### config.mk
export PLATFORM = sky130hd
export DESIGN_NAME = qpsk_carrier_loop
export DESIGN_NICKNAME = d
export VERILOG_FILES = /design/src/rtl/qpsk_carrier_loop.sv
export SDC_FILE = /design/constraint.sdc
export NUM_CORES = 2
export LEC_CHECK = 0
export CORE_MARGIN = 2
export CORE_UTILIZATION = 55
export CTS_CLUSTER_SIZE = 16
export DETAILED_ROUTE_END_ITERATION = 16
export PLACE_DENSITY = 0.75
export SLEW_MARGIN = 10
export SYNTH_ARGS = -nofsm -noshare
export SYNTH_HDL_FRONTEND = slang
export SYNTH_SLANG_ARGS = --single-unit
### constraint.sdc
create_clock -name clk -period 15.49 [get_ports clk]
set_input_delay 4.647 -clock clk [delete_from_list [all_inputs] [get_ports clk]]
set_output_delay 4.647 -clock clk [all_outputs]
set_load 0.01 [all_outputs]
### src/rtl/qpsk_carrier_loop.sv
module qpsk_carrier_loop #(
  parameter int SW  = 12,
  parameter int SPS = 8,
  parameter int PW  = 32,
  parameter int LAW = 8,
  parameter logic [PW-1:0] NOM = 32'h4000_0000
) (
  input  logic                 clk,
  input  logic                 rst,
  input  logic signed [SW-1:0] rx_in,
  input  logic [5:0]           kp_shift,
  input  logic [5:0]           ki_shift,
  output logic signed [SW-1:0] sym_i,
  output logic signed [SW-1:0] sym_q,
  output logic                 bit_i,
  output logic                 bit_q,
  output logic                 sym_stb,
  output logic [PW-1:0]        nco_step
);

  localparam int NQ  = 1 << LAW;
  localparam int CW  = $clog2(SPS);
  localparam int MW  = SW + 1;
  localparam int ACW = MW + CW;
  localparam int EW  = SW + 2;
  localparam int FSH = PW - SW;
  localparam int XW  = EW + FSH;
  localparam int ZW  = XW + 2;
  localparam int AMP = (1 << (SW - 1)) - 1;
  localparam longint HP = 4 * NQ;
  localparam logic signed [ZW-1:0] PMAX = ZW'((64'sd1 <<< (PW - 1)) - 1);
  localparam logic signed [ZW-1:0] PMIN = ZW'(-(64'sd1 <<< (PW - 1)));

  function automatic logic signed [SW-1:0] qwave(int k);
    longint p;
    p = 2 * k + 1;
    return SW'((longint'(AMP) * 4 * p * (HP - p)) / (HP * HP));
  endfunction

  function automatic logic signed [SW-1:0] sat_sym(logic signed [ACW-1:0] v);
    int t;
    t = int'(v >>> (CW - 1));
    if (t > AMP) return SW'(AMP);
    if (t < -AMP - 1) return SW'(-AMP - 1);
    return SW'(t);
  endfunction

  function automatic logic signed [PW-1:0] sat_pw(logic signed [ZW-1:0] v);
    if (v > PMAX) return {1'b0, {(PW-1){1'b1}}};
    if (v < PMIN) return {1'b1, {(PW-1){1'b0}}};
    return v[PW-1:0];
  endfunction

  function automatic logic signed [EW-1:0] perr_of(logic signed [SW-1:0] a,
                                                    logic signed [SW-1:0] b);
    logic signed [EW-1:0] qa, ib;
    qa = a[SW-1] ? -EW'(b) : EW'(b);
    ib = b[SW-1] ? -EW'(a) : EW'(a);
    return qa - ib;
  endfunction

  logic signed [SW-1:0] lut [NQ];
  for (genvar k = 0; k < NQ; k++) begin : g_lut
    assign lut[k] = qwave(k);
  end

  logic [PW-1:0]  ph;
  logic [1:0]     quad;
  logic [LAW-1:0] idx, ridx;
  logic signed [SW-1:0] lo_c, lo_q;

  assign quad = ph[PW-1 -: 2];
  assign idx  = ph[PW-3 -: LAW];
  assign ridx = ~idx;

  always_comb begin
    case (quad)
      2'd0:    begin lo_c =  lut[ridx]; lo_q = -lut[idx];  end
      2'd1:    begin lo_c = -lut[idx];  lo_q = -lut[ridx]; end
      2'd2:    begin lo_c = -lut[ridx]; lo_q =  lut[idx];  end
      default: begin lo_c =  lut[idx];  lo_q =  lut[ridx]; end
    endcase
  end

  logic signed [2*SW-1:0] pr_i, pr_q;
  logic signed [MW-1:0]   mix_i, mix_q;
  assign pr_i  = (2*SW)'(rx_in) * (2*SW)'(lo_c);
  assign pr_q  = (2*SW)'(rx_in) * (2*SW)'(lo_q);
  assign mix_i = MW'(pr_i >>> (SW - 1));
  assign mix_q = MW'(pr_q >>> (SW - 1));

  logic [CW-1:0] cnt;
  logic          last;
  logic signed [ACW-1:0] acc_i, acc_q, base_i, base_q, sum_i, sum_q;
  logic signed [SW-1:0]  nsi, nsq;

  assign last   = (cnt == CW'(SPS - 1));
  assign base_i = (cnt == '0) ? '0 : acc_i;
  assign base_q = (cnt == '0) ? '0 : acc_q;
  assign sum_i  = base_i + mix_i;
  assign sum_q  = base_q + mix_q;
  assign nsi    = sat_sym(sum_i);
  assign nsq    = sat_sym(sum_q);

  logic signed [EW-1:0] perr;
  logic signed [PW-1:0] integ, lf, integ_n, lf_n;
  logic signed [XW-1:0] ex, pt, it;
  logic signed [ZW-1:0] isum, psum;

  assign ex      = {perr, {FSH{1'b0}}};
  assign pt      = ex >>> kp_shift;
  assign it      = ex >>> ki_shift;
  assign isum    = ZW'(integ) + ZW'(it);
  assign integ_n = sat_pw(isum);
  assign psum    = ZW'(integ_n) + ZW'(pt);
  assign lf_n    = sat_pw(psum);

  assign nco_step = NOM + lf;

  always_ff @(posedge clk) begin
    if (rst) begin
      ph      <= '0;
      cnt     <= '0;
      acc_i   <= '0;
      acc_q   <= '0;
      sym_i   <= '0;
      sym_q   <= '0;
      bit_i   <= 1'b0;
      bit_q   <= 1'b0;
      sym_stb <= 1'b0;
      perr    <= '0;
      integ   <= '0;
      lf      <= '0;
    end else begin
      ph      <= ph + nco_step;
      cnt     <= last ? '0 : cnt + 1'b1;
      acc_i   <= sum_i;
      acc_q   <= sum_q;
      sym_stb <= last;
      if (last) begin
        sym_i <= nsi;
        sym_q <= nsq;
        bit_i <= nsi[SW-1];
        bit_q <= nsq[SW-1];
        perr  <= perr_of(nsi, nsq);
      end
      if (sym_stb) begin
        integ <= integ_n;
        lf    <= lf_n;
      end
    end
  end

  AST_STB_SINGLE: assert property (@(posedge clk) disable iff (rst) sym_stb |=> !sym_stb);
  AST_SYM_HOLD: assert property (@(posedge clk) disable iff (rst) (!sym_stb && !$past(rst)) |-> ($stable(sym_i) && $stable(sym_q)));
  AST_CTRL_HOLD: assert property (@(posedge clk) disable iff (rst) !sym_stb |=> $stable(lf));
  AST_INTEG_UP: assert property (@(posedge clk) disable iff (rst) (sym_stb && perr > 0) |=> integ >= $past(integ));
  AST_INTEG_DOWN: assert property (@(posedge clk) disable iff (rst) (sym_stb && perr < 0) |=> integ <= $past(integ));

endmodule

==> impl_metrics.env <==
export IMPL_status="finished clean"
export IMPL_cts_hold_repair_buffers=0
export IMPL_ys_ff_latch=170
export IMPL_initial_core_util_pct=55.42
export IMPL_highest_layer="met4"
export IMPL_synthDistinctLibCells=98
export IMPL_cts_sinks=170
export IMPL_yosysMostFrequentCell="inv_1"
export IMPL_drt_iter0_markers=3252
export IMPL_cts_buffers=17
export IMPL_drive_above_1_share_pct=7.776
export IMPL_wl_met2_um=41060
export IMPL_critPathSlowestCell="clkdlybuf4s50_1"
export IMPL_fin_nets=4599
export IMPL_dieArea_um2=59740
export IMPL_yosysSeqAreaShare_pct=10.71
export IMPL_synthCells=4090
export IMPL_fp_dieW_um=244.4
export IMPL_ant_nets=0
export IMPL_worstPathArrival_ns=15.17
export IMPL_die_h_um=244.4
export IMPL_gp_congestion=1.022
export IMPL_cts_tree="built"
export IMPL_max_stage_delay_ns=0.59
export IMPL_cts_max_level=4
export IMPL_startpoint_type="input pin"
export IMPL_areaGrowthSynthToFinish_pct=6.845
export IMPL_synth_async_sr_flop_share_pct=0
export IMPL_maxSlewHeadroom_pct=21.99
export IMPL_wl_um=90580
export IMPL_setup_viol=0
export IMPL_maxSlewViolCount=0
export IMPL_numPortBuffers=84
export IMPL_core_um2=57370
export IMPL_fin_skew_ns=0.008684
export IMPL_cts_root_buffer="clkbuf_16"
export IMPL_yosysTopAreaCell="fa_1"
export IMPL_post_route_period_util_pct=95.51
export IMPL_dp_hpwl_um=70100
export IMPL_syn_area_um2=31790
export IMPL_wire_per_inst_um=18.81
export IMPL_grt_overflow=0
export IMPL_yosysTopAreaCellShare_pct=17.63
export IMPL_setup_slack_ns=0.6949
export IMPL_max_freq_mhz=67.59
export IMPL_synth_edf_count=0
export IMPL_syn_mean_instance_area_um2=7.772
export IMPL_firstDrtPassIters=8
export IMPL_end_kind="flip-flop"
export IMPL_finalCriticalPeriod_ns=14.80
export IMPL_wl_met1_um=39520
export IMPL_clk_insertion_delay_late_ns=0.45
export IMPL_grt_pass1_wl_um=146800
export IMPL_ys_top_cells_by_area="fa_1 (18%), dfxtp_1 (11%), ha_1 (10%)"
export IMPL_crit_path_max_fanout=9
export IMPL_vias_per_cell=6.141
export IMPL_wl_met3_um=6882
export IMPL_yosysWarnings=0
export IMPL_cp_required_ns=15.87
export IMPL_vias=29570
export IMPL_antenna_cells=0
export IMPL_cp_common_cell="fa_1"
export IMPL_critPathKind="in -> reg"
export IMPL_place_ws_ns=-0.1732
export IMPL_rsz0062_at_grt="no"
export IMPL_rows=88
export IMPL_maxCapViolations=0
export IMPL_netlist_top_cells_count="inv_1 (412), nand2_1 (360), nor2_1 (353)"
export IMPL_hold_viol=0
export IMPL_grt_pass1_vias=27750
export IMPL_worstMarginPinSlew_ns=1.169
export IMPL_drc_errors=0
export IMPL_grt_usage_pct=30.09
export IMPL_antenna_found_initial=0
export IMPL_clk_pin_slew_worst_paths_ns=0.07
export IMPL_synth_ff_type="dfxtp_1"
export IMPL_hold_class="reg -> reg"
export IMPL_syn_nets=4651
export IMPL_pin_count=85
export IMPL_grt_max_degree=151
export IMPL_clk_path_buf_depth=2
[final cells by class]
cell class / instances / area (µm²)
multi-input cells: 3208 / 25500
fillers: 5252 / 23400
flip-flops and latches: 170 / 3418
repair buffers: 224 / 1934
inverters: 417 / 1565
well taps: 765 / 957.2
clock buffers: 17 / 425.4
clock inverters: 15 / 166.4
[sequential cells by signal, summed over array words and instances (netlist names)]
| register | count |
|---|---|
| integ | 32 |
| lf | 32 |
| ph | 32 |
| acc_i | 16 |
| acc_q | 16 |
| perr | 14 |
| sym_i | 12 |
| sym_q | 12 |
| cnt | 3 |
| sym_stb | 1 |
[stage by stage]
| step | area, µm² | instances | util, % | hold slack [ns] | setup TNS (ns) |
|---|---|---|---|---|---|
| 4_1_cts | 33890 | 4816 | 59.07 | 0.4633 | 0 |
| 6_report | 33970 | 4816 | 59.21 | 0.4597 | 0 |
| 3_5_place_dp | 33300 | 4784 | 58.04 | 0.4531 | -0.1732 |
| 2_1_floorplan | 31790 | 4090 | - | 0.4270 | 0 |
| 5_1_grt | 33970 | 4816 | 59.21 | 0.4944 | 0 |
| 3_3_place_gp | 33300 | 4784 | 58.04 | 0.4456 | 0 |
[critical path: cells and delay by family]
kind	cells	cell delay [ns]
and+or+nand+nor	7	1.13
AOI/OAI and AO/OA	19	3.97
adders and majority gates	9	3.80
buffers and inverters	6	1.01
muxes	1	0.14
xor gates and xnor gates	3	0.49
[timing repair]
action / in CTS / in global routing
gates resized for setup: 0 / 27
buffers inserted: 0 / 0
endpoints found under the setup margin: 0 / 7
endpoints found under the hold margin: 0 / 0
[routing by layer]
metal  vias to the layer above  GRT usage, %
li1                      14010             -
met1                     14030         41.94
met2                      1302         48.35
met3                       236         3.567
met4                         0         10.33
met5                         -             0
[placed cells by master (no fill, tap or decap), types with 116 or more instances in the layout]
| cell | instances |
|---|---|
| inv_1 | 412 |
| nand2_1 | 360 |
| nor2_1 | 350 |
| fa_1 | 280 |
| a21oi_1 | 275 |
| o21ai_0 | 270 |
| ha_1 | 251 |
| dfxtp_1 | 164 |
| and2_1 | 153 |
| buf_4 | 138 |
| xnor2_1 | 116 |
[cell families after synthesis]
| kind of cell | share of synthesized area (%) |
|---|---|
| compound gates | 22.57 |
| mux | 5.424 |
| flops | 10.71 |
| fa+ha+maj | 27.70 |
| xor+xnor | 4.932 |
| simple gates | 19.27 |
| buf+inv | 9.395 |
[path summary, 6_finish.rpt]
kind	startpoint	endpoint	slack, ns	depth (start not counted)
setup / recovery	rx_in[4]	perr[12]	0.69	45
hold reg to reg	cnt[0]	cnt[0]	0.46	1
setup reg to reg	ph[23]	perr[12]	0.85	58
hold / removal	cnt[0]	cnt[0]	0.46	1
Power is left out: the tool's default activity adds up to more than one toggle a clock period on the data nets, which glitch-free logic cannot reach.
